==> config.mk <==
export PLATFORM = sky130hd
export DESIGN_NAME = dma_readback_seq
export DESIGN_NICKNAME = d
export VERILOG_FILES = /design/src/rtl/dma_rdseq_pkg.sv /design/src/rtl/dma_rdseq_status.sv /design/src/rtl/dma_rdseq_list.sv /design/src/rtl/dma_rdseq_mux.sv /design/src/rtl/dma_readback_seq.sv
export SDC_FILE = /design/constraint.sdc
export NUM_CORES = 1
export LEC_CHECK = 0
export ABC_CLOCK_PERIOD_IN_PS = 4050
export BUFFER_PORTS_ARGS = -buffer_cell sky130_fd_sc_hd__buf_4
export CORE_MARGIN = 3
export CORE_UTILIZATION = 47
export DETAILED_ROUTE_END_ITERATION = 10
export PLACE_DENSITY = 0.74
export RECOVER_POWER = 100
export SLEW_MARGIN = 20
export SYNTH_ARGS = -nofsm -noshare
export SYNTH_HDL_FRONTEND = slang
export SYNTH_SLANG_ARGS = --single-unit
==> constraint.sdc <==
create_clock -name clk_i -period 4.05 [get_ports clk_i]
set_clock_uncertainty 0.15 [all_clocks]
set_input_delay 1.215 -clock clk_i [delete_from_list [all_inputs] [get_ports clk_i]]
set_output_delay 1.215 -clock clk_i [all_outputs]
set_load 0.005 [all_outputs]
==> src/rtl/dma_rdseq_pkg.sv <==
package dma_rdseq_pkg;
  localparam int NUM_ITEMS = 7;
  localparam int PTR_W     = 3;
  localparam int DATA_W    = 8;
  localparam int WORD_W    = 2 * DATA_W;

  typedef enum logic [PTR_W-1:0] {
    ITEM_STAT   = 3'd0,
    ITEM_CNT_LO = 3'd1,
    ITEM_CNT_HI = 3'd2,
    ITEM_A_LO   = 3'd3,
    ITEM_A_HI   = 3'd4,
    ITEM_B_LO   = 3'd5,
    ITEM_B_HI   = 3'd6
  } rd_item_e;
endpackage

==> src/rtl/dma_rdseq_status.sv <==
module dma_rdseq_status
  import dma_rdseq_pkg::*;
#(
  parameter logic [DATA_W-1:0] STAT_BASE   = 8'hCC,
  parameter logic [1:0]        NO_RDY_MODE = 2'd1
) (
  input  logic              ctrl_en_i,
  input  logic [1:0]        mode_i,
  input  logic              rdy_lvl_i,
  input  logic              rdy_pol_i,
  input  logic              match_seen_i,
  input  logic              block_end_i,
  output logic [DATA_W-1:0] status_o
);
  logic rdy_miss;

  // ready mismatch is ignored in the mode that has no ready handshake
  assign rdy_miss = (mode_i != NO_RDY_MODE) && (rdy_lvl_i ^ rdy_pol_i);

  always_comb begin
    status_o    = STAT_BASE;
    status_o[0] = ctrl_en_i;
    status_o[1] = rdy_miss;
    status_o[4] = ~match_seen_i;
    status_o[5] = ~block_end_i;
  end
endmodule

==> src/rtl/dma_rdseq_list.sv <==
module dma_rdseq_list
  import dma_rdseq_pkg::*;
#(
  parameter int N  = NUM_ITEMS,
  parameter int PW = PTR_W
) (
  input  logic          clk_i,
  input  logic          rst_ni,
  input  logic          mask_wr_i,
  input  logic [N-1:0]  mask_i,
  input  logic          stat_cmd_i,
  input  logic          init_cmd_i,
  input  logic          rd_i,
  output rd_item_e      item_o,
  output logic          empty_o,
  output logic [N-1:0]  mask_o,
  output logic [PW-1:0] cnt_o,
  output logic [PW-1:0] ptr_o
);
  localparam logic [N-1:0] STAT_ONLY = N'(1);

  logic [N-1:0]  mask_q, mask_nxt;
  logic [PW-1:0] cnt_q, cnt_nxt, ptr_q, idx;
  logic          rebuild;
  rd_item_e      tbl_q [N];
  rd_item_e      tbl_nxt [N];

  assign rebuild = mask_wr_i | stat_cmd_i | init_cmd_i;

  always_comb begin
    if (mask_wr_i)       mask_nxt = mask_i;
    else if (stat_cmd_i) mask_nxt = STAT_ONLY;
    else                 mask_nxt = mask_q;
  end

  // compact set mask bits into ascending-order list
  always_comb begin
    logic [PW-1:0] pos;
    pos = '0;
    for (int i = 0; i < N; i++) tbl_nxt[i] = ITEM_STAT;
    for (int i = 0; i < N; i++) begin
      if (mask_nxt[i]) begin
        tbl_nxt[pos] = rd_item_e'(i[PW-1:0]);
        pos = pos + PW'(1);
      end
    end
    cnt_nxt = PW'($countones(mask_nxt));
  end

  assign idx     = (ptr_q >= cnt_q) ? '0 : ptr_q;
  assign item_o  = tbl_q[idx];
  assign empty_o = (cnt_q == '0);

  always_ff @(posedge clk_i or negedge rst_ni) begin
    if (!rst_ni) begin
      mask_q <= '0;
      cnt_q  <= '0;
      ptr_q  <= '0;
      for (int i = 0; i < N; i++) tbl_q[i] <= ITEM_STAT;
    end else begin
      if (rebuild) begin
        mask_q <= mask_nxt;
        cnt_q  <= cnt_nxt;
        ptr_q  <= '0;
        for (int i = 0; i < N; i++) tbl_q[i] <= tbl_nxt[i];
      end else if (rd_i && !empty_o) begin
        ptr_q <= idx + PW'(1);
      end
    end
  end

  assign mask_o = mask_q;
  assign cnt_o  = cnt_q;
  assign ptr_o  = ptr_q;
endmodule

==> src/rtl/dma_rdseq_mux.sv <==
module dma_rdseq_mux
  import dma_rdseq_pkg::*;
(
  input  rd_item_e          item_i,
  input  logic [DATA_W-1:0] status_i,
  input  logic [WORD_W-1:0] byte_cnt_i,
  input  logic [WORD_W-1:0] addr_a_i,
  input  logic [WORD_W-1:0] addr_b_i,
  output logic [DATA_W-1:0] byte_o
);
  always_comb begin
    unique case (item_i)
      ITEM_STAT:   byte_o = status_i;
      ITEM_CNT_LO: byte_o = byte_cnt_i[DATA_W-1:0];
      ITEM_CNT_HI: byte_o = byte_cnt_i[WORD_W-1:DATA_W];
      ITEM_A_LO:   byte_o = addr_a_i[DATA_W-1:0];
      ITEM_A_HI:   byte_o = addr_a_i[WORD_W-1:DATA_W];
      ITEM_B_LO:   byte_o = addr_b_i[DATA_W-1:0];
      ITEM_B_HI:   byte_o = addr_b_i[WORD_W-1:DATA_W];
      default:     byte_o = status_i;
    endcase
  end
endmodule

==> src/rtl/dma_readback_seq.sv <==
module dma_readback_seq
  import dma_rdseq_pkg::*;
#(
  parameter logic [DATA_W-1:0] STAT_BASE = 8'hCC,
  parameter logic [DATA_W-1:0] STAT_RST  = 8'h38
) (
  input  logic              clk_i,
  input  logic              rst_ni,
  input  logic              mask_wr_i,
  input  logic [6:0]        mask_i,
  input  logic              stat_cmd_i,
  input  logic              init_cmd_i,
  input  logic              rd_i,
  input  logic              ctrl_en_i,
  input  logic [1:0]        mode_i,
  input  logic              rdy_lvl_i,
  input  logic              rdy_pol_i,
  input  logic              match_seen_i,
  input  logic              block_end_i,
  input  logic [15:0]       byte_cnt_i,
  input  logic [15:0]       addr_a_i,
  input  logic [15:0]       addr_b_i,
  output logic [7:0]        rd_data_o
);
  logic [DATA_W-1:0]    status_live, sel_byte, rd_q;
  logic [NUM_ITEMS-1:0] list_mask;
  logic [PTR_W-1:0]     list_cnt, list_ptr;
  logic                 list_empty;
  rd_item_e             cur_item;

  dma_rdseq_status #(.STAT_BASE(STAT_BASE)) u_status (
    .ctrl_en_i    (ctrl_en_i),
    .mode_i       (mode_i),
    .rdy_lvl_i    (rdy_lvl_i),
    .rdy_pol_i    (rdy_pol_i),
    .match_seen_i (match_seen_i),
    .block_end_i  (block_end_i),
    .status_o     (status_live)
  );

  dma_rdseq_list u_list (
    .clk_i      (clk_i),
    .rst_ni     (rst_ni),
    .mask_wr_i  (mask_wr_i),
    .mask_i     (mask_i),
    .stat_cmd_i (stat_cmd_i),
    .init_cmd_i (init_cmd_i),
    .rd_i       (rd_i),
    .item_o     (cur_item),
    .empty_o    (list_empty),
    .mask_o     (list_mask),
    .cnt_o      (list_cnt),
    .ptr_o      (list_ptr)
  );

  dma_rdseq_mux u_mux (
    .item_i     (cur_item),
    .status_i   (status_live),
    .byte_cnt_i (byte_cnt_i),
    .addr_a_i   (addr_a_i),
    .addr_b_i   (addr_b_i),
    .byte_o     (sel_byte)
  );

  always_ff @(posedge clk_i or negedge rst_ni) begin
    if (!rst_ni)   rd_q <= STAT_RST;
    else if (rd_i) rd_q <= list_empty ? status_live : sel_byte;
  end

  assign rd_data_o = rd_q;
endmodule

Word-level counts from Yosys, hierarchy flattened
Index checks and enable logic that the tools add are counted.
- bits of input ports: 68
- output and inout bits: 8
- logic and storage cells: 116
- register bits: 42
- $lt $le $gt $ge: 14
- equal/unequal tests: 7
- reductions and logical operators: 11
- bitwise gates (word level): 27
- add/subtract/negate cells: 12
- multiplexer cells: 34
- operator list (operator ; number):
    2-to-1 mux 21 bit ; 5
    demux 3 bit (select 3 bit) ; 6
    2-to-1 mux 3 bit ; 16
    one-hot mux 8 bit (6 select lines) ; 1
    OR 14 bit ; 3
    AND 14 bit ; 2
    >= comparator 4 bit (second input constant) ; 7
    NOT 14 bit ; 2
    < comparator 4 x 1 -> 1 bit (second input constant) ; 6
    NOT 3 -> 4 bit ; 6
    AND 7 bit ; 3
    NOT 7 bit ; 3
    2-to-1 mux 19 bit ; 1
    adder 3 x 1 -> 3 bit (second input constant) ; 5
    2-to-1 mux 7 bit ; 2
    binary-select mux 3 bit (select 3 bit) ; 1
    equality test 3 bit (second input constant) ; 3
    logical AND 1 bit ; 8
    2-to-1 mux 8 bit ; 1
    OR 6 x 7 -> 7 bit ; 1
    OR 7 bit ; 1
    adder 1 x 1 -> 2 bit ; 3
    adder 3 bit ; 2
    equality test 3 x 2 -> 1 bit (second input constant) ; 2
    other kinds (13) ; 15

Logic depth before layout (Yosys ltp)
Gate-level depths: netlist of the first run.
- word-level depth: 21
- gate-level depth with buffers: 23
- gate-level depth less buffers: 21

By module
A second synthesis of the first run with hierarchy kept.
- cell total of the unflattened synthesis: 411
- area total of the unflattened synthesis: 3746.1 µm²
- modules (own cells, without submodules) (module ; instances ; area each (µm²) ; cells an instance ; sequential area each (µm²)):
    dma_rdseq_list ; 1 ; 2703.8 ; 302 ; 850.8
    dma_rdseq_mux ; 1 ; 580.6 ; 62 ; 0.0
    dma_readback_seq ; 1 ; 387.9 ; 35 ; 203.9
    dma_rdseq_status ; 1 ; 73.8 ; 12 ; 0.0

Worst setup path after synthesis of the first run
Ideal clock, no wire load.
- path kind: in2reg
- from: input mask_wr_i
- to: register u_list.tbl_q[5] in the netlist's numbering
- stages: 21
- path buffers: 3
- data required time: 3.774 ns
- setup slack: -1.358 ns
- setup time: 0.126 ns
- arrival: 5.132 ns
- cell sequence: buf_6 -> clkbuf_1 -> o21ai_0 -> inv_1 -> fa_1 -> clkbuf_1 -> inv_1 -> ha_1 -> o21ai_0 -> a21boi_2 -> inv_2 -> ha_1 -> and2_1 -> a21oi_4 -> inv_1 -> ha_1 -> nand2_1 -> xnor2_1 -> or2_4 -> o21ai_2 -> o32a_1
- word-level cells in the longest chain between the ends: 20
- elaborated cells on any way between the ends: 56
- classes of those cells: add/sub (5); order compare (10); mux (22); bitwise (14); reduce/logical (5)
- RTL lines (what ; RTL line ; text):
    from (decl) ; dma_readback_seq.sv:9 ; input logic mask_wr_i,
    2-to-1 mux 7 bit * ; dma_rdseq_list.sv:31 ; if (mask_wr_i) mask_nxt = mask_i;
    via u_list.mask_nxt[0] ; dma_rdseq_list.sv:22 ; logic [N-1:0] mask_q, mask_nxt;
    2-to-1 mux 1 bit * ; dma_rdseq_list.sv:42 ; if (mask_nxt[i]) begin
    adder 1 x 1 -> 2 bit ; dma_rdseq_list.sv:44 ; pos = pos + PW'(1);
    2-to-1 mux 3 bit * ; dma_rdseq_list.sv:42 ;
    parallel branches: the longest is 15 deep, another holds >= comparator 4 bit ; -- ;
    2-to-1 mux 21 bit * ; dma_rdseq_list.sv:42 ;
    to (decl) ; dma_rdseq_list.sv:25 ; rd_item_e tbl_q [N];
Mark *: on every way through the listed nets, which the timed path passes.
A chain may end at the register's enable or synchronous reset.

Worst setup path after layout of the first run
- from: input mask_wr_i
- to: register u_list.tbl_q[6] in the netlist's numbering
- elaborated cells on any way between the ends: 64
- classes of those cells: add/sub (5); order compare (12); mux (25); bitwise (16); reduce/logical (6)
- RTL lines (what ; RTL line ; text):
    2-to-1 mux 7 bit * ; dma_rdseq_list.sv:31 ;
    via u_list.mask_nxt[2] ; dma_rdseq_list.sv:22 ;
    2-to-1 mux 3 bit ; dma_rdseq_list.sv:42 ;
    adder 3 x 1 -> 3 bit ; dma_rdseq_list.sv:44 ;
    2-to-1 mux 3 bit ; dma_rdseq_list.sv:42 ;
    adder 3 x 1 -> 3 bit or NOT 3 -> 4 bit (tied branches) ; dma_rdseq_list.sv:44, dma_rdseq_list.sv:43 ;
    2-to-1 mux 3 bit, or another cell as far along ; dma_rdseq_list.sv:42 ;
    adder 3 x 1 -> 3 bit or logical AND 1 bit (tied branches) ; dma_rdseq_list.sv:44, dma_rdseq_list.sv:43 ;
    2-to-1 mux 3 bit (on tied branches) ; dma_rdseq_list.sv:42, dma_rdseq_list.sv:43 ;
    NOT 3 -> 4 bit (not written as such) or demux 3 bit (select 3 bit) (tied branches) ; dma_rdseq_list.sv:43 ; tbl_nxt[pos] = rd_item_e'(i[PW-1:0]);
    >= comparator 4 bit (not written as such), or another cell as far along ; dma_rdseq_list.sv:43 ;
    logical AND 1 bit (not written as such) or AND 14 bit (tied branches) ; -- ;
    2-to-1 mux 3 bit (not written as such) or 2-to-1 mux 21 bit (tied branches) ; dma_rdseq_list.sv:43, dma_rdseq_list.sv:42 ;
    demux 3 bit (select 3 bit) or OR 14 bit (tied branches) ; -- ;
    NOT 7 bit (no line) or 2-to-1 mux 21 bit (tied branches) ; -- ;
    AND 7 bit (no line) ; -- ;
    2-to-1 mux 21 bit * ; dma_rdseq_list.sv:42 ;
The timed path passes the listed nets; every way through them passes the cells marked *.

==> flow_metrics.env, run 1 <==
export IMPL_grt_usage=0.2478
export IMPL_final_cell_area_um2=4692
export IMPL_path_class="input pin to flop"
export IMPL_drt_initial_drc_count=228
export IMPL_core_area_um2=6832
export IMPL_die_area_um2=8161
export IMPL_multi_input_area_um2=2282
export IMPL_gp_congestion=0.9611
export IMPL_crit_required_ns=4.09
export IMPL_worst_setup_path_start_kind="input pin"
export IMPL_dp_cells=605
export IMPL_synthFlopType="dfrtp_1"
export IMPL_synthSimpleGateAreaFrac=0.1980
export IMPL_syn_area_um2=3343
export IMPL_synth_top_family_by_area="compound AO/OA/AOI/OAI gates"
export IMPL_vias_per_cell=5.742
export IMPL_synth_top_area_cell="dfrtp_1"
export IMPL_grt_pass1_wl_mm=16.70
export IMPL_dpl_hpwl_mm=8.096
export IMPL_hp_class="flop to flop"
export IMPL_synth_xor_area_share=0.02994
export IMPL_muxShareOfSynthArea=0.06250
export IMPL_place_area_um2=4414
export IMPL_synth_warnings=0
export IMPL_finalNonFillerCells=617
export IMPL_mostFrequentLayoutCell="buf_4"
export IMPL_synth_compound_area_frac=0.2552
export IMPL_rsz0062_at_grt="yes"
export IMPL_port_buffers=75
export IMPL_failed_checks="capacitance limit, slew limit, setup timing"
export IMPL_hold_violations=0
export IMPL_min_period_over_period=1.093
export IMPL_max_freq_mhz=225.9
export IMPL_io_pins=76
export IMPL_yosysTopAreaCellShare=0.2919
export IMPL_synth_area_top_cells="dfrtp_1, ha_1, nor2_1"
export IMPL_cts_sinks=42
export IMPL_maxCapViolCount=1
export IMPL_clkTransAtPathRegs_ns=0.08
export IMPL_root_buffer="clkbuf_8"
export IMPL_leakage_nw=2.265
export IMPL_ys_ff_latch=42
export IMPL_htreeDepth=2
export IMPL_numCtsBuffers=5
export IMPL_dr_pass1_iters=7
export IMPL_cp_max_fo=5
export IMPL_setup_tns_ns=-5.911
export IMPL_worst_setup_path_end_kind="flop"
export IMPL_synthArstFlopShare=1.000
export IMPL_setup_ws_ns=-0.3758
export IMPL_synth_nets=485
export IMPL_dpl_worst_slack_ns=-0.7584
export IMPL_crit_arrival_ns=4.46
export IMPL_final_nets=607
export IMPL_power_density_nw_per_um2=445.0
export IMPL_setup_viol=21
export IMPL_period_minus_slack_ns=4.426
export IMPL_chipHeight_um=90.34
export IMPL_area_delta_synth_final_pct=40.34
export IMPL_drive_above_1_share=0.3839
export IMPL_synthAdderAreaFrac=0.08009
export IMPL_clk_latency_ns=0.29
export IMPL_cts_tree="built"
export IMPL_maxSlewViolCount=43
export IMPL_outcome="finished with violations"
export IMPL_netlist_instances=398
export IMPL_drcViolationCount=0
export IMPL_antenna_found_initial=0
export IMPL_start_util=0.4894
export IMPL_synth_seq_area_share=0.3155
export IMPL_synth_edff_count=0
export IMPL_mostFrequentLayoutCells="buf_4, nor2_1, dfrtp_1"
export IMPL_chipWidth_um=90.34
export IMPL_rows=30
export IMPL_wl_per_cell_um=16.95
export IMPL_drt_wl_total_mm=10.46
export IMPL_tightestPinTransition_ns=2.347
export IMPL_diodes=0
export IMPL_grt_pass1_vias=3485
export IMPL_vias=3543
export IMPL_ir_drop_uv=221.6
export IMPL_ff_latch_area_um2=1055
export IMPL_relSlewSlack=-0.5645
export IMPL_fillers=555
export IMPL_avgSynthCellArea_um2=8.400
export IMPL_ant_nets=0
export IMPL_clockBufferDepth=2
export IMPL_grt_max_degree=43
export IMPL_gr_total_overflow=0
export IMPL_synth_distinct_cells=67
## worst max-delay path, cell delays in order
cell	delay [ns]
buf_8	0.10
or3b_4	0.40
nand2_4	0.07
inv_2	0.04
fa_2	0.56
inv_4	0.04
ha_4	0.25
o21ai_2	0.04
a21boi_2	0.16
inv_2	0.09
ha_4	0.20
and2_4	0.13
a21oi_4	0.12
inv_2	0.07
ha_4	0.16
nand2_4	0.07
xnor2_4	0.09
or2_4	0.27
nor2_1	0.14
nor2_2	0.07
a22o_1	0.18
## where the power goes
part	internal, W	switching (W)
logic	0.000553	0.000626
registers	0.000522	0.0000561
clock network	0.000182	0.000150
## what timing repair did
item	CTS	global route
setup endpoints to repair	21	21
resized for setup	25	12
hold buffers	0	0
pin swaps	12	5
buffers inserted	2	2
## registers in the layout, indices dropped and copies added, names as in the netlist
name and count:
rd_data_o 8, u_list.ptr_o 3, u_list.cnt_o 3, u_list.mask_o 7, u_list.tbl_q 21
## worst paths after layout
check                                 start                to  slack [ns]  cells past startpoint
max in group asynchronous            rst_ni  u_list.tbl_q[15]        0.95                      1
hold / removal                 rd_data_o[3]      rd_data_o[3]        0.35                      2
setup / recovery                  mask_wr_i   u_list.tbl_q[6]       -0.38                     21
hold reg to reg                rd_data_o[3]      rd_data_o[3]        0.35                      2
setup reg to reg           u_list.mask_o[2]   u_list.tbl_q[6]        0.31                     20
min in group asynchronous            rst_ni   u_list.tbl_q[7]        1.48                      1
## metal layers
metal,global-route usage,routed length [µm],up-vias
li1,-,-,1670
met1,0.2755,4016,1685
met2,0.4599,5478,149
met3,0.03833,558,39
met4,0.1161,404,0
met5,0,0,-
## synthesized netlist by cell type (2+ instances only)
cell / instances
and2_1: 9
a31o_2: 3
and3_1: 2
o21ai_0: 19
a31oi_1: 2
a21oi_1: 25
ha_1: 15
o22ai_1: 5
o2bb2ai_1: 5
mux2_2: 7
o22a_1: 4
o21a_1: 3
a21boi_0: 4
mux2i_1: 13
a22o_1: 4
clkbuf_1: 13
xnor2_1: 4
a2bb2oi_1: 5
a22oi_1: 6
nor2b_1: 4
fa_1: 4
nor3_1: 12
dfstp_2: 3
or2_2: 3
xor2_1: 2
nor2_1: 49
dfrtp_1: 39
nand2_1: 40
nand2b_1: 4
inv_1: 32
a21o_1: 3
a2111oi_0: 3
o211ai_1: 2
o32a_1: 4
nand3_1: 7
or3_1: 3
a32oi_1: 5
a211oi_1: 2
## layout make-up
class                   instances  share of cell area
repair buffers                131              0.2131
inverters                      33             0.02693
flip-flops and latches         42              0.2248
clock inverters                 3            0.008533
well taps                      96             0.02560
multi-input cells             307              0.4864
clock buffers                   5             0.01467
## cells by family (layout without fill, tap and decap cells)
| family | Yosys count | after routing |
|---|---|---|
| AOI/OAI and AO/OA | 118 | 118 |
| xor gates and xnor gates | 8 | 8 |
| adders and majority gates | 19 | 19 |
| buffers and inverters | 49 | 172 |
| DFF | 42 | 42 |
| muxes | 20 | 20 |
| and+or+nand+nor | 142 | 142 |
## stage by stage
step	util	power, W	hold slack, ns
4_1_cts	0.6799	0.002068	0.3517
5_1_grt	0.6868	0.002219	0.3877
6_report	0.6868	0.002088	0.3515
3_3_place_gp	0.6462	0.001651	0.3287
3_5_place_dp	0.6462	0.001684	0.3374
2_1_floorplan	-	0.001267	0.2982
(Power assumes the default switching activity.)
==> run 2: changes to the inputs <==
SETUP_SLACK_MARGIN = 0.15   (was default)
==> flow_metrics.env, run 2 (synthesis gave the netlist of run 1 again) <==
export IMPL_clkTransAtPathRegs_ns=0.08
export IMPL_port_buffers=75
export IMPL_crit_path_top_delay_cell="fa_1"
export IMPL_holdWs_ns=0.3512
export IMPL_hold_violations=0
export IMPL_finalNonFillerCells=624
export IMPL_htreeDepth=2
export IMPL_wl_per_cell_um=16.49
export IMPL_power_density_nw_per_um2=454.0
export IMPL_crit_arrival_ns=4.51
export IMPL_final_cell_area_um2=4802
export IMPL_clk_latency_ns=0.31
export IMPL_tightestPinTransition_ns=2.305
export IMPL_fillers=557
export IMPL_drt_wl_total_mm=10.29
export IMPL_rsz0062_at_grt="yes"
export IMPL_drcViolationCount=0
export IMPL_chipHeight_um=90.34
export IMPL_drive_above_1_share=0.3920
export IMPL_mostFrequentLayoutCells="buf_4, nor2_1, dfrtp_1"
export IMPL_setup_viol=21
export IMPL_period_minus_slack_ns=4.460
export IMPL_dpl_hpwl_mm=8.022
export IMPL_hp_class="flop to flop"
export IMPL_grt_usage=0.2488
export IMPL_diodes=0
export IMPL_path_class="input pin to flop"
export IMPL_dp_cells=608
export IMPL_leakage_nw=2.321
export IMPL_grt_pass1_wl_mm=16.55
export IMPL_maxSlewViolCount=43
export IMPL_drt_initial_drc_count=209
export IMPL_ir_drop_uv=281.3
export IMPL_path_cells="buf_8 -> or3b_4 -> nand2_4 -> inv_4 -> fa_1 -> inv_4 -> ha_4 -> o21ai_2 -> a21boi_2 -> inv_2 -> ha_4 -> and2_4 -> a21oi_4 -> inv_2 -> ha_4 -> nand2_4 -> xnor2_4 -> buf_4 -> nand2_4 -> nor2_2 -> o32a_1"
export IMPL_cts_tree="built"
export IMPL_crit_buf_inv=6
export IMPL_worst_setup_path_end_kind="flop"
export IMPL_gr_total_overflow=0
export IMPL_grt_pass1_vias=3381
export IMPL_mostFrequentLayoutCell="buf_4"
export IMPL_clockBufferDepth=2
export IMPL_core_area_um2=6832
export IMPL_setup_tns_ns=-7.573
export IMPL_rows=30
export IMPL_top_register="u_list.tbl_q"
export IMPL_start_util=0.4894
export IMPL_chipWidth_um=90.34
export IMPL_cpLargestDelayFamily="adder cells"
export IMPL_setup_ws_ns=-0.4105
export IMPL_final_nets=614
export IMPL_max_freq_mhz=224.2
export IMPL_cp_slowest_stage_delay_ns=0.60
export IMPL_die_area_um2=8161
export IMPL_largest_reg_flops=21
export IMPL_multi_input_area_um2=2291
export IMPL_place_area_um2=4444
export IMPL_vias_per_cell=5.590
export IMPL_fin_util=0.7029
export IMPL_cts_sinks=42
export IMPL_numCtsBuffers=5
export IMPL_vias=3488
export IMPL_root_buffer="clkbuf_8"
export IMPL_area_delta_synth_final_pct=43.64
export IMPL_gp_congestion=0.9285
export IMPL_outcome="finished with violations"
export IMPL_ff_latch_area_um2=1055
export IMPL_grt_max_degree=43
export IMPL_crit_required_ns=4.10
export IMPL_relSlewSlack=-0.5366
export IMPL_ant_nets=0
export IMPL_dr_pass1_iters=4
export IMPL_maxCapViolCount=1
export IMPL_min_period_over_period=1.101
export IMPL_cp_max_fo=4
export IMPL_antenna_found_initial=0
export IMPL_failed_checks="capacitance limit, slew limit, setup timing"
export IMPL_io_pins=76
export IMPL_worst_setup_path_start_kind="input pin"
run 2: power by group:
part	leakage [nW]	internal [W]	switching, W	total, W
Sequential	0.531	0.000522	0.0000552	0.000577
Clock	0.0714	0.000263	0.000157	0.000421
Combinational	1.72	0.000557	0.000626	0.00118
Total	2.32	0.00134	0.000838	0.00218
run 2: worst reg2reg max path, cell delays in order (launching register included):
cell,delay [ns]
dfrtp_1,0.35
or3b_4,0.41
nand2_4,0.10
inv_4,0.04
fa_1,0.60
inv_4,0.04
ha_4,0.25
o21ai_2,0.04
a21boi_2,0.16
inv_2,0.08
ha_4,0.19
and2_4,0.14
a21oi_4,0.13
inv_2,0.07
ha_4,0.16
nand2_4,0.07
xnor2_4,0.08
buf_4,0.16
nand2_4,0.08
nor2_2,0.05
o32a_1,0.35
run 2: final cells by class:
class	instances	share of cell area
Clock inverter	2	0.01251
Multi-Input combinational cell	307	0.4771
Timing Repair Buffer	138	0.2212
Clock buffer	6	0.01720
Inverter	33	0.02736
Sequential cell	42	0.2196
Tap cell	96	0.02501
run 2: path summary, 6_finish.rpt:
kind / start / cells after the start / slack [ns] / endpoint
worst max-delay path: stat_cmd_i / 21 / -0.41 / u_list.tbl_q[11]
worst min-delay path: u_list.tbl_q[10] / 2 / 0.35 / u_list.tbl_q[10]
worst max register to register: u_list.mask_o[2] / 20 / 0.25 / u_list.tbl_q[11]
worst min register to register: u_list.tbl_q[10] / 2 / 0.35 / u_list.tbl_q[10]
max in group asynchronous: rst_ni / 1 / 1.00 / u_list.mask_o[1]
min in group asynchronous: rst_ni / 1 / 1.45 / rd_data_o[7]
run 2: what timing repair did:
action / 4_1_cts / 5_1_grt
resized for setup: 20 / 18
pin swaps: 14 / 6
buffers inserted: 6 / 2
setup endpoints to repair: 21 / 21
hold buffers: 0 / 0
run 2: per-stage QoR:
| stage | power (W) | setup WS [ns] |
|---|---|---|
| global placement | 0.001656 | -0.6806 |
| detailed placement | 0.001675 | -0.7869 |
| floorplan | 0.001271 | -0.8892 |
| CTS | 0.002143 | -0.3406 |
| finish | 0.002180 | -0.4105 |
| global route | 0.002320 | -0.5169 |
run 2: layer usage:
| metal | up-vias | GRT usage | wire [µm] |
|---|---|---|---|
| li1 | 1682 | - | - |
| met1 | 1694 | 0.3180 | 4455 |
| met2 | 94 | 0.4275 | 5201 |
| met3 | 18 | 0.04250 | 431 |
| met4 | 0 | 0.08036 | 203 |
| met5 | - | 0 | 0 |
==> run 3: changes to the inputs <==
PLACE_DENSITY = 0.73   (was 0.74)
SYNTH_HIERARCHICAL = 1   (was default)
==> flow_metrics.env, run 3 <==
export IMPL_path_cells="buf_6 -> or3b_4 -> nand2_2 -> inv_2 -> fa_2 -> inv_4 -> ha_4 -> a21oi_4 -> a31oi_4 -> ha_4 -> a21oi_4 -> a21oi_2 -> nand2_2 -> inv_2 -> ha_4 -> o2bb2ai_4 -> a2111oi_4 -> a31o_1 -> o32a_1"
export IMPL_grt_pass1_wl_mm=18.91
export IMPL_switching_share=0.3906
export IMPL_vias_per_cell=6.027
export IMPL_rsz0062_at_grt="yes"
export IMPL_rows=31
export IMPL_netlist_instances=411
export IMPL_start_util=0.5004
export IMPL_synth_top_family_by_area="compound AO/OA/AOI/OAI gates"
export IMPL_synthSimpleGateAreaFrac=0.1637
export IMPL_drt_initial_drc_count=267
export IMPL_ys_ff_latch=42
export IMPL_synthFlopType="dfrtp_1"
export IMPL_vias=3954
export IMPL_grt_max_degree=43
export IMPL_worst_setup_path_end_kind="flop"
export IMPL_synthAdderAreaFrac=0.06680
export IMPL_synth_xor_area_share=0.02839
export IMPL_maxCapViolCount=1
export IMPL_worst_setup_path_start_kind="input pin"
export IMPL_max_freq_mhz=215.5
export IMPL_yosysMostFrequentCell="nand2_1"
export IMPL_crit_required_ns=4.09
export IMPL_mostFrequentLayoutCells="buf_4, dfrtp_1, nand2_1"
export IMPL_largest_reg_flops=21
export IMPL_synth_top_area_cell="dfrtp_1"
export IMPL_syn_area_um2=3746
export IMPL_core_area_um2=7486
export IMPL_seq_power_share=0.249
export IMPL_synthTopCellsByCount="nand2_1, dfrtp_1, nor2_1"
export IMPL_cp_slowest_stage_delay_ns=0.59
export IMPL_maxSlewViolCount=43
export IMPL_intPower_w=0.001412
export IMPL_switching_power_w=0.0009048
export IMPL_cts_sinks=42
export IMPL_synth_seq_area_share=0.2816
export IMPL_drive_above_1_share=0.4201
export IMPL_area_delta_synth_final_pct=44.05
export IMPL_synthArstFlopShare=1.000
export IMPL_final_nets=641
export IMPL_numCtsBuffers=5
export IMPL_crit_path_top_delay_cell="fa_2"
export IMPL_setup_tns_ns=-10.74
export IMPL_htreeDepth=2
export IMPL_avgSynthCellArea_um2=9.115
export IMPL_combinationalPowerShare=0.606
export IMPL_port_buffers=75
export IMPL_mostFrequentLayoutCell="buf_4"
export IMPL_synth_compound_area_frac=0.2512
export IMPL_diodes=0
export IMPL_hp_class="flop to flop"
export IMPL_clkTransAtPathRegs_ns=0.09
export IMPL_pwr_share_clk=0.145
export IMPL_synth_warnings=6
export IMPL_grt_usage=0.2671
export IMPL_io_pins=76
export IMPL_chipWidth_um=95.28
export IMPL_fin_util=0.7209
export IMPL_top_register="u_list/tbl_q"
export IMPL_path_class="input pin to flop"
export IMPL_min_period_over_period=1.146
export IMPL_drt_wl_total_mm=12.14
export IMPL_outcome="finished with violations"
export IMPL_yosysTopAreaCellShare=0.2605
export IMPL_crit_top_cell="ha_4"
export IMPL_synth_distinct_cells=72
export IMPL_finalNonFillerCells=656
export IMPL_muxShareOfSynthArea=0.1329
export IMPL_clk_latency_ns=0.30
export IMPL_synth_edff_count=0
export IMPL_ant_nets=0
export IMPL_cp_max_fo=3
export IMPL_hold_violations=0
export IMPL_gr_total_overflow=0
export IMPL_wl_per_cell_um=18.51
export IMPL_setup_ws_ns=-0.5893
export IMPL_fillers=547
export IMPL_relSlewSlack=-0.5635
export IMPL_setup_viol=24
export IMPL_ir_drop_uv=254.8
export IMPL_tightestPinTransition_ns=2.345
export IMPL_drcViolationCount=0
export IMPL_dpl_hpwl_mm=8.835
export IMPL_dp_cells=623
export IMPL_failed_checks="capacitance limit, slew limit, setup timing"
export IMPL_die_area_um2=9077
export IMPL_power_density_nw_per_um2=429.2
export IMPL_antenna_found_initial=0
export IMPL_clockBufferDepth=2
export IMPL_cts_tree="built"
export IMPL_leakage_nw=2.496
export IMPL_gp_congestion=0.9342
export IMPL_grt_pass1_vias=3922
export IMPL_dr_pass1_iters=5
export IMPL_synth_area_top_cells="dfrtp_1, mux2i_1, mux4_1"
export IMPL_chipHeight_um=95.28
export IMPL_root_buffer="clkbuf_8"
export IMPL_crit_arrival_ns=4.68
export IMPL_period_minus_slack_ns=4.639
run 3: changes by cell type in the layout (fill, tap and decap cells not counted), sizes merged, moves of 9 or more:
cell   previous run  this run
nor2             50        27
a31oi             2        13
mux2i            13        22
buf             137       164
run 3: layer usage:
metal / vias to the layer above / global-route usage / share of wire
met4: 0 / 0.1202 / 0.032
met5: - / 0 / 0
li1: 1821 / - / -
met1: 1938 / 0.3491 / 0.41
met3: 31 / 0.03552 / 0.056
met2: 164 / 0.4397 / 0.50
run 3: final timing paths:
| kind | startpoint | to | slack [ns] | cells past startpoint |
|---|---|---|---|---|
| max reg2reg | u_list/mask_o[2] | u_list/tbl_q[8] | 0.12 | 18 |
| min in group asynchronous | rst_ni | u_list/cnt_o[2] | 1.47 | 1 |
| max in group asynchronous | rst_ni | u_list/mask_o[5] | 0.94 | 1 |
| min | u_list/tbl_q[6] | u_list/tbl_q[6] | 0.35 | 2 |
| min reg2reg | u_list/tbl_q[6] | u_list/tbl_q[6] | 0.35 | 2 |
| max | stat_cmd_i | u_list/tbl_q[8] | -0.59 | 19 |
run 3: cells by family after synthesis:
group           count (synthesis)
buf+inv                        55
mux                            36
other cells                     1
fa+ha+maj                      17
compound gates                129
simple gates                  124
flops                          42
xor+xnor                        7
run 3: power by group through the flow:
stage | Clock [W] | Combinational, W | Sequential (W)
2_1_floorplan | 0 | 0.000903 | 0.000571
3_3_place_gp | 0 | 0.00123 | 0.000579
3_5_place_dp | 0 | 0.00127 | 0.000585
4_1_cts | 0.000342 | 0.00134 | 0.000576
5_1_grt | 0.000358 | 0.00151 | 0.000588
6_report | 0.000336 | 0.00140 | 0.000576
run 3: cell type report:
cell class	count	area, µm²	share of cell area
clock inverters	1	30.03	0.005565
well taps	99	123.9	0.02295
repair buffers	165	1314	0.2434
clock buffers	7	76.32	0.01414
inverters	25	96.34	0.01785
flip-flops and latches	42	1055	0.1955
multi-input cells	317	2701	0.5006
run 3: critical path, delay by kind of cell:
kind            cells  cell delay [ns]
buf+inv             4             0.26
compound gates      8             1.23
fa+ha+maj           4             1.40
simple gates        3             0.58
run 3: repair_timing:
item	4_1_cts	5_1_grt
endpoints found under the setup margin	23	32
endpoints found under the hold margin	0	0
pin swaps	9	10
setup buffers	20	5
hold buffers	0	0
resized for setup	34	16
run 3: per-stage QoR:
step                      hold WS (ns)  power, W  setup WS [ns]  area [µm²]
after detailed placement        0.3339  0.001853        -0.9183        4905
after CTS                       0.3535  0.002255        -0.4659        5290
after global routing            0.3737  0.002454        -0.7166        5396
after global placement          0.3275  0.001809        -0.8193        4905
final                           0.3485  0.002316        -0.5893        5396
after floorplan                 0.2993  0.001474         -1.083        3945
